==> src/rtl/comma_deser_pkg.sv <==
package comma_deser_pkg;

    // Comma pattern written as bits 9..0, so bit 0 is the first bit received.
    localparam logic [9:0] COMMA_NEG = 10'b0101111100;

    typedef enum logic [1:0] {
        ST_FILL,
        ST_RUN,
        ST_ALIGN
    } ctrl_state_e;

endpackage

==> src/rtl/deser_shift.sv <==
module deser_shift #(
    parameter int WORD_W = 10
) (
    input  logic                  clk,
    input  logic                  rst_n,
    input  logic                  bit_en,
    input  logic                  rx_bit,
    input  logic                  tx_bit,
    input  logic                  loop_en,
    output logic [2*WORD_W-1:0]   win_next
);
    localparam int SW = 2 * WORD_W;

    logic [SW-1:0] win_q;
    logic          ser_in;

    // Loopback picks the local transmit bit and ignores the line input.
    assign ser_in   = loop_en ? tx_bit : rx_bit;
    // The newest bit enters at the top. The lower half is the word one period old.
    assign win_next = {ser_in, win_q[SW-1:1]};

    always_ff @(posedge clk) begin
        if (!rst_n) begin
            win_q <= '0;
        end else if (bit_en) begin
            win_q <= win_next;
        end
    end
endmodule

==> src/rtl/comma_match.sv <==
module comma_match #(
    parameter int                WORD_W  = 10,
    parameter logic [WORD_W-1:0] PATTERN = comma_deser_pkg::COMMA_NEG
) (
    input  logic [WORD_W-1:0] window,
    input  logic              enable,
    output logic              hit
);
    // Exact match only: the complementary form is a different value and never hits.
    assign hit = enable && (window == PATTERN);
endmodule

==> src/rtl/deser_ctrl.sv <==
module deser_ctrl
    import comma_deser_pkg::*;
#(
    parameter int WORD_W = 10
) (
    input  logic              clk,
    input  logic              rst_n,
    input  logic              bit_en,
    input  logic              sync_en,
    input  logic              comma_hit,
    input  logic [WORD_W-1:0] old_word,
    output logic [WORD_W-1:0] word_out,
    output logic              strobe_a,
    output logic              strobe_b,
    output logic              sync_pulse
);
    localparam int          CW   = $clog2(WORD_W);
    localparam logic [CW-1:0] LAST = CW'(WORD_W - 1);

    ctrl_state_e   state, state_n;
    logic [CW-1:0] cnt, cnt_n;
    logic [1:0]    slot;
    logic          fire;

    always_comb begin
        state_n = state;
        cnt_n   = cnt;
        fire    = 1'b0;
        if (bit_en) begin
            cnt_n = (cnt == LAST) ? '0 : cnt + 1'b1;
            unique case (state)
                ST_FILL:  if (cnt == LAST) state_n = ST_RUN;      // primed
                ST_RUN:   fire = (cnt == LAST);
                ST_ALIGN: if (cnt == LAST) begin                  // comma issued
                              fire    = 1'b1;
                              state_n = ST_RUN;
                          end
                default:  state_n = ST_FILL;
            endcase
            if (comma_hit) begin                                  // comma seen
                state_n = ST_ALIGN;
                cnt_n   = '0;
            end
        end
    end

    // State register
    always_ff @(posedge clk) begin
        if (!rst_n) begin
            state <= ST_FILL;
            cnt   <= '0;
        end else begin
            state <= state_n;
            cnt   <= cnt_n;
        end
    end

    // Output register
    always_ff @(posedge clk) begin
        if (!rst_n) begin
            word_out   <= '0;
            strobe_a   <= 1'b0;
            strobe_b   <= 1'b0;
            sync_pulse <= 1'b0;
            slot       <= 2'd0;
        end else begin
            strobe_a   <= 1'b0;
            strobe_b   <= 1'b0;
            sync_pulse <= 1'b0;
            if (fire) begin
                word_out <= old_word;
                if (state == ST_ALIGN) begin
                    strobe_b   <= 1'b1;
                    sync_pulse <= sync_en;
                    slot       <= 2'd1;
                end else begin
                    strobe_b <= ~slot[0];
                    strobe_a <= slot[0];
                    slot     <= slot + 2'd1;
                end
            end
        end
    end
endmodule

==> src/rtl/comma_deser.sv <==
module comma_deser #(
    parameter int                WORD_W    = 10,
    parameter logic [WORD_W-1:0] COMMA_PAT = comma_deser_pkg::COMMA_NEG
) (
    input  logic              clk,
    input  logic              rst_n,
    input  logic              bit_en,
    input  logic              rx_bit,
    input  logic              tx_bit,
    input  logic              loop_en,
    input  logic              sync_en,
    output logic [WORD_W-1:0] word_out,
    output logic              strobe_a,
    output logic              strobe_b,
    output logic              sync_pulse
);
    logic [2*WORD_W-1:0] win_next;
    logic                comma_hit;

    deser_shift #(.WORD_W(WORD_W)) u_shift (
        .clk      (clk),
        .rst_n    (rst_n),
        .bit_en   (bit_en),
        .rx_bit   (rx_bit),
        .tx_bit   (tx_bit),
        .loop_en  (loop_en),
        .win_next (win_next)
    );

    comma_match #(.WORD_W(WORD_W), .PATTERN(COMMA_PAT)) u_match (
        .window (win_next[2*WORD_W-1:WORD_W]),
        .enable (bit_en && sync_en),
        .hit    (comma_hit)
    );

    deser_ctrl #(.WORD_W(WORD_W)) u_ctrl (
        .clk        (clk),
        .rst_n      (rst_n),
        .bit_en     (bit_en),
        .sync_en    (sync_en),
        .comma_hit  (comma_hit),
        .old_word   (win_next[WORD_W-1:0]),
        .word_out   (word_out),
        .strobe_a   (strobe_a),
        .strobe_b   (strobe_b),
        .sync_pulse (sync_pulse)
    );
endmodule

==> config.mk <==
export PLATFORM = sky130hd
export DESIGN_NAME = comma_deser
export DESIGN_NICKNAME = d
export VERILOG_FILES = /design/src/rtl/comma_deser_pkg.sv /design/src/rtl/deser_shift.sv /design/src/rtl/comma_match.sv /design/src/rtl/deser_ctrl.sv /design/src/rtl/comma_deser.sv
export SDC_FILE = /design/constraint.sdc
export NUM_CORES = 1
export LEC_CHECK = 0
export ABC_AREA = 1
export BUFFER_PORTS_ARGS = -buffer_cell sky130_fd_sc_hd__buf_2
export CAP_MARGIN = 30
export CORE_UTILIZATION = 50
export DETAILED_ROUTE_END_ITERATION = 8
export HOLD_SLACK_MARGIN = 0.05
export PLACE_DENSITY_LB_ADDON = 0.1
export SYNTH_ARGS = -nofsm -noshare
export SYNTH_HDL_FRONTEND = slang
export SYNTH_HIERARCHICAL = 1
export SYNTH_SLANG_ARGS = --single-unit
==> constraint.sdc <==
create_clock -name clk -period 1.2 [get_ports clk]
set_clock_uncertainty 0.05 [all_clocks]
set_input_delay 0.06 -clock clk [delete_from_list [all_inputs] [get_ports clk]]
set_output_delay 0.06 -clock clk [all_outputs]
set_load 0.1 [all_outputs]
==> flow_summary.yaml <==
synth:
  synth_nets: 227
  ys_warn_count: 6
  syn_area_um2: 1600
  ys_seq_elements: 39
  synth_cells: 215
  synth.distinct_cells: 21
  ys_seq_area_share_pct: 48.7
  syn_avg_cell_area_um2: 7.46
clocking:
  htree_levels: 2
  insertion_delay_ns: 0.34
  cts_tree: "built"
  numCtsBuffers: 5
  clockRootBuffer: "clkbuf_4"
  clock_path_buffers: 2
  cts.sink_count: 39
  clkTransAtPathRegs_ns: 0.12
floorplan:
  start_util_pct: 52.5
  die_h_um: 58.6
  io-pin-count: 20
  die-area_um2: 3440
  die_w_um: 58.6
  core-area_um2: 3050
  rows: 20
global_routing:
  grt_pass1_wl_um: 5680
  antenna_found_initial: 0
  grt_pass1_vias: 1310
  grt_use_total_pct: 22.5
  met2_usage_pct: 36.9
  met1_usage_pct: 28.5
  grt_max_degree: 29
  overflow: 0
  met3_usage_pct: 7.25
  grt_busiest_layer: "met2"
detailed_routing:
  vias: 1472
  ant_nets: 0
  avgViaCountPerCell: 4.76
  wl_per_cell_um: 11.7
  drtPass1Iterations: 4
  finalWirelength_um: 3610
  drt_iter0_drc: 67
  route.detailed.drc: 0
power:
  p_leak_nw: 1.01
  ir_worst_vdd_uv: 1210
  p_per_area_nw_per_um2: 1260
place:
  pre_cts_ws_ns: -0.142
  port_buffers: 19
  place_congestion: 0.789
  dp_hpwl_um: 2270
  place_area_um2: 1880
outcome:
  outcome: "finished with violations"
  violations: "negative setup slack"
cells_and_area:
  design_area_um2: 2180
  fin_nets: 276
  area_growth_syn_to_layout_pct: 36.1
  insertedDiodeCount: 0
  drive_above_1_share_pct: 38.1
  fillerInstances: 254
  layout_commonest_cell: "nor2_1"
  final_cell_mix: "65 x nor2_1, 34 x buf_4, 21 x dfxtp_1, 20 x nand2_1, 20 x o21ai_0"
timing:
  fmax_mhz: 724
  setup_ws_ns: -0.182
  slew_violations: 0
  period_needed_ns: 1.38
  max_slew_margin_pct: 79.2
  tns_ns: -2.31
  holdWs_ns: 0.119
  tightestPinTransition_ns: 0.312
  fin_crit_sh_pct: 115
  setup_viol: 20
  timing_hold_violations_final: 0
  rsz0062_at_grt: "true"
setup_path:
  path_class: "reg -> reg"
  cp_max_fo: 11
  crit_arrival_ns: 1.56
  cp-end-kind: "register"
  required_ns: 1.37
  r2r-start: "u_ctrl/state[0]"
  worstSetupStartpointType: "register"
  startpoint: "u_ctrl/state[0]"
run:
  max_cap_viol_count: 0
hold_path:
  hold_path_class: "in -> reg"
  min_from: "rst_n"
[logic make-up (layout without fill, tap and decap cells)]
| logic type | count (synthesis) | in the layout | share of synthesized area [%] |
|---|---|---|---|
| fa+ha+maj | 5 | 5 | 3.90 |
| buf+inv | 29 | 79 | 9.28 |
| flops | 39 | 39 | 48.7 |
| compound gates | 37 | 37 | 11.6 |
| simple gates | 105 | 105 | 26.5 |
[critical path, stage by stage (launching register included)]
cell,delay [ns]
dfxtp_2,0.35
inv_2,0.06
ha_4,0.26
nand2_4,0.04
nor2_4,0.22
inv_4,0.11
nand3_1,0.10
o21ai_0,0.08
[state kept, by name, indices dropped and copies added, names as in the netlist]
register,count
u_shift/win_q,19
u_ctrl/slot,1
u_ctrl/strobe_a,1
u_ctrl/sync_pulse,1
u_ctrl/cnt,4
u_ctrl/strobe_b,1
u_ctrl/word_out,10
u_ctrl/state,2
[per-layer routing]
layer / wire [um] / vias up / share of wire (%)
li1: - / 771 / -
met2: 1790 / 25 / 50
met4: 17 / 0 / 0.47
met5: 0 / - / 0
met3: 108 / 2 / 3.0
met1: 1690 / 674 / 47
[through the flow]
step | util, % | instances | power (mW)
4_1_cts | 68.9 | 307 | 2.77
3_3_place_gp | 61.6 | 291 | 1.66
3_5_place_dp | 61.6 | 291 | 1.67
6_report | 71.5 | 309 | 2.76
5_1_grt | 71.5 | 309 | 2.89
2_1_floorplan | - | 215 | 1.58
[final timing paths]
path | endpoint | slack [ns] | cells past startpoint
max | u_ctrl/slot[0] | -0.18 | 7
min | u_ctrl/word_out[1] | 0.12 | 4
max reg2reg | u_ctrl/slot[0] | -0.18 | 7
min reg2reg | u_ctrl/word_out[6] | 0.44 | 2
[cells in the mapped netlist, drive strengths merged]
master / count / share of area [%]
dfxtp: 39 / 49
a31oi: 1 / 0.39
clkbuf: 1 / 0.31
nand3: 5 / 1.9
nor2: 72 / 18
nor3: 2 / 0.62
nand4: 1 / 0.39
buf: 8 / 4.3
inv: 20 / 4.7
ha: 5 / 3.9
nand2: 25 / 6.0
o21ai: 31 / 9.7
a21oi: 5 / 1.6
[timing repair]
action / 4_1_cts / 5_1_grt
gates resized for setup: 22 / 27
setup endpoints to repair: 31 / 22
pin swaps: 6 / 19
hold endpoints to repair: 7 / 0
hold buffers: 7 / 0
setup buffers: 1 / 2
[where the power goes]
group	switching (mW)	total, mW	internal, mW	leakage [nW]
logic	0.169	0.310	0.141	0.631
clock network	0.416	1.07	0.650	0.0525
registers	0.0346	1.38	1.35	0.327
total	0.620	2.76	2.14	1.01
[layout make-up]
class | instances | area [um^2] | share of cell area, %
Clock buffer | 6 | 41.3 | 1.89
Tap cell | 44 | 55.1 | 2.52
Timing Repair Buffer | 51 | 393 | 18.0
Sequential cell | 39 | 803 | 36.8
Inverter | 20 | 77.6 | 3.55
Multi-Input combinational cell | 147 | 753 | 34.5
Clock inverter | 2 | 60.1 | 2.75
Note: power is estimated with default switching activity, not from simulation.
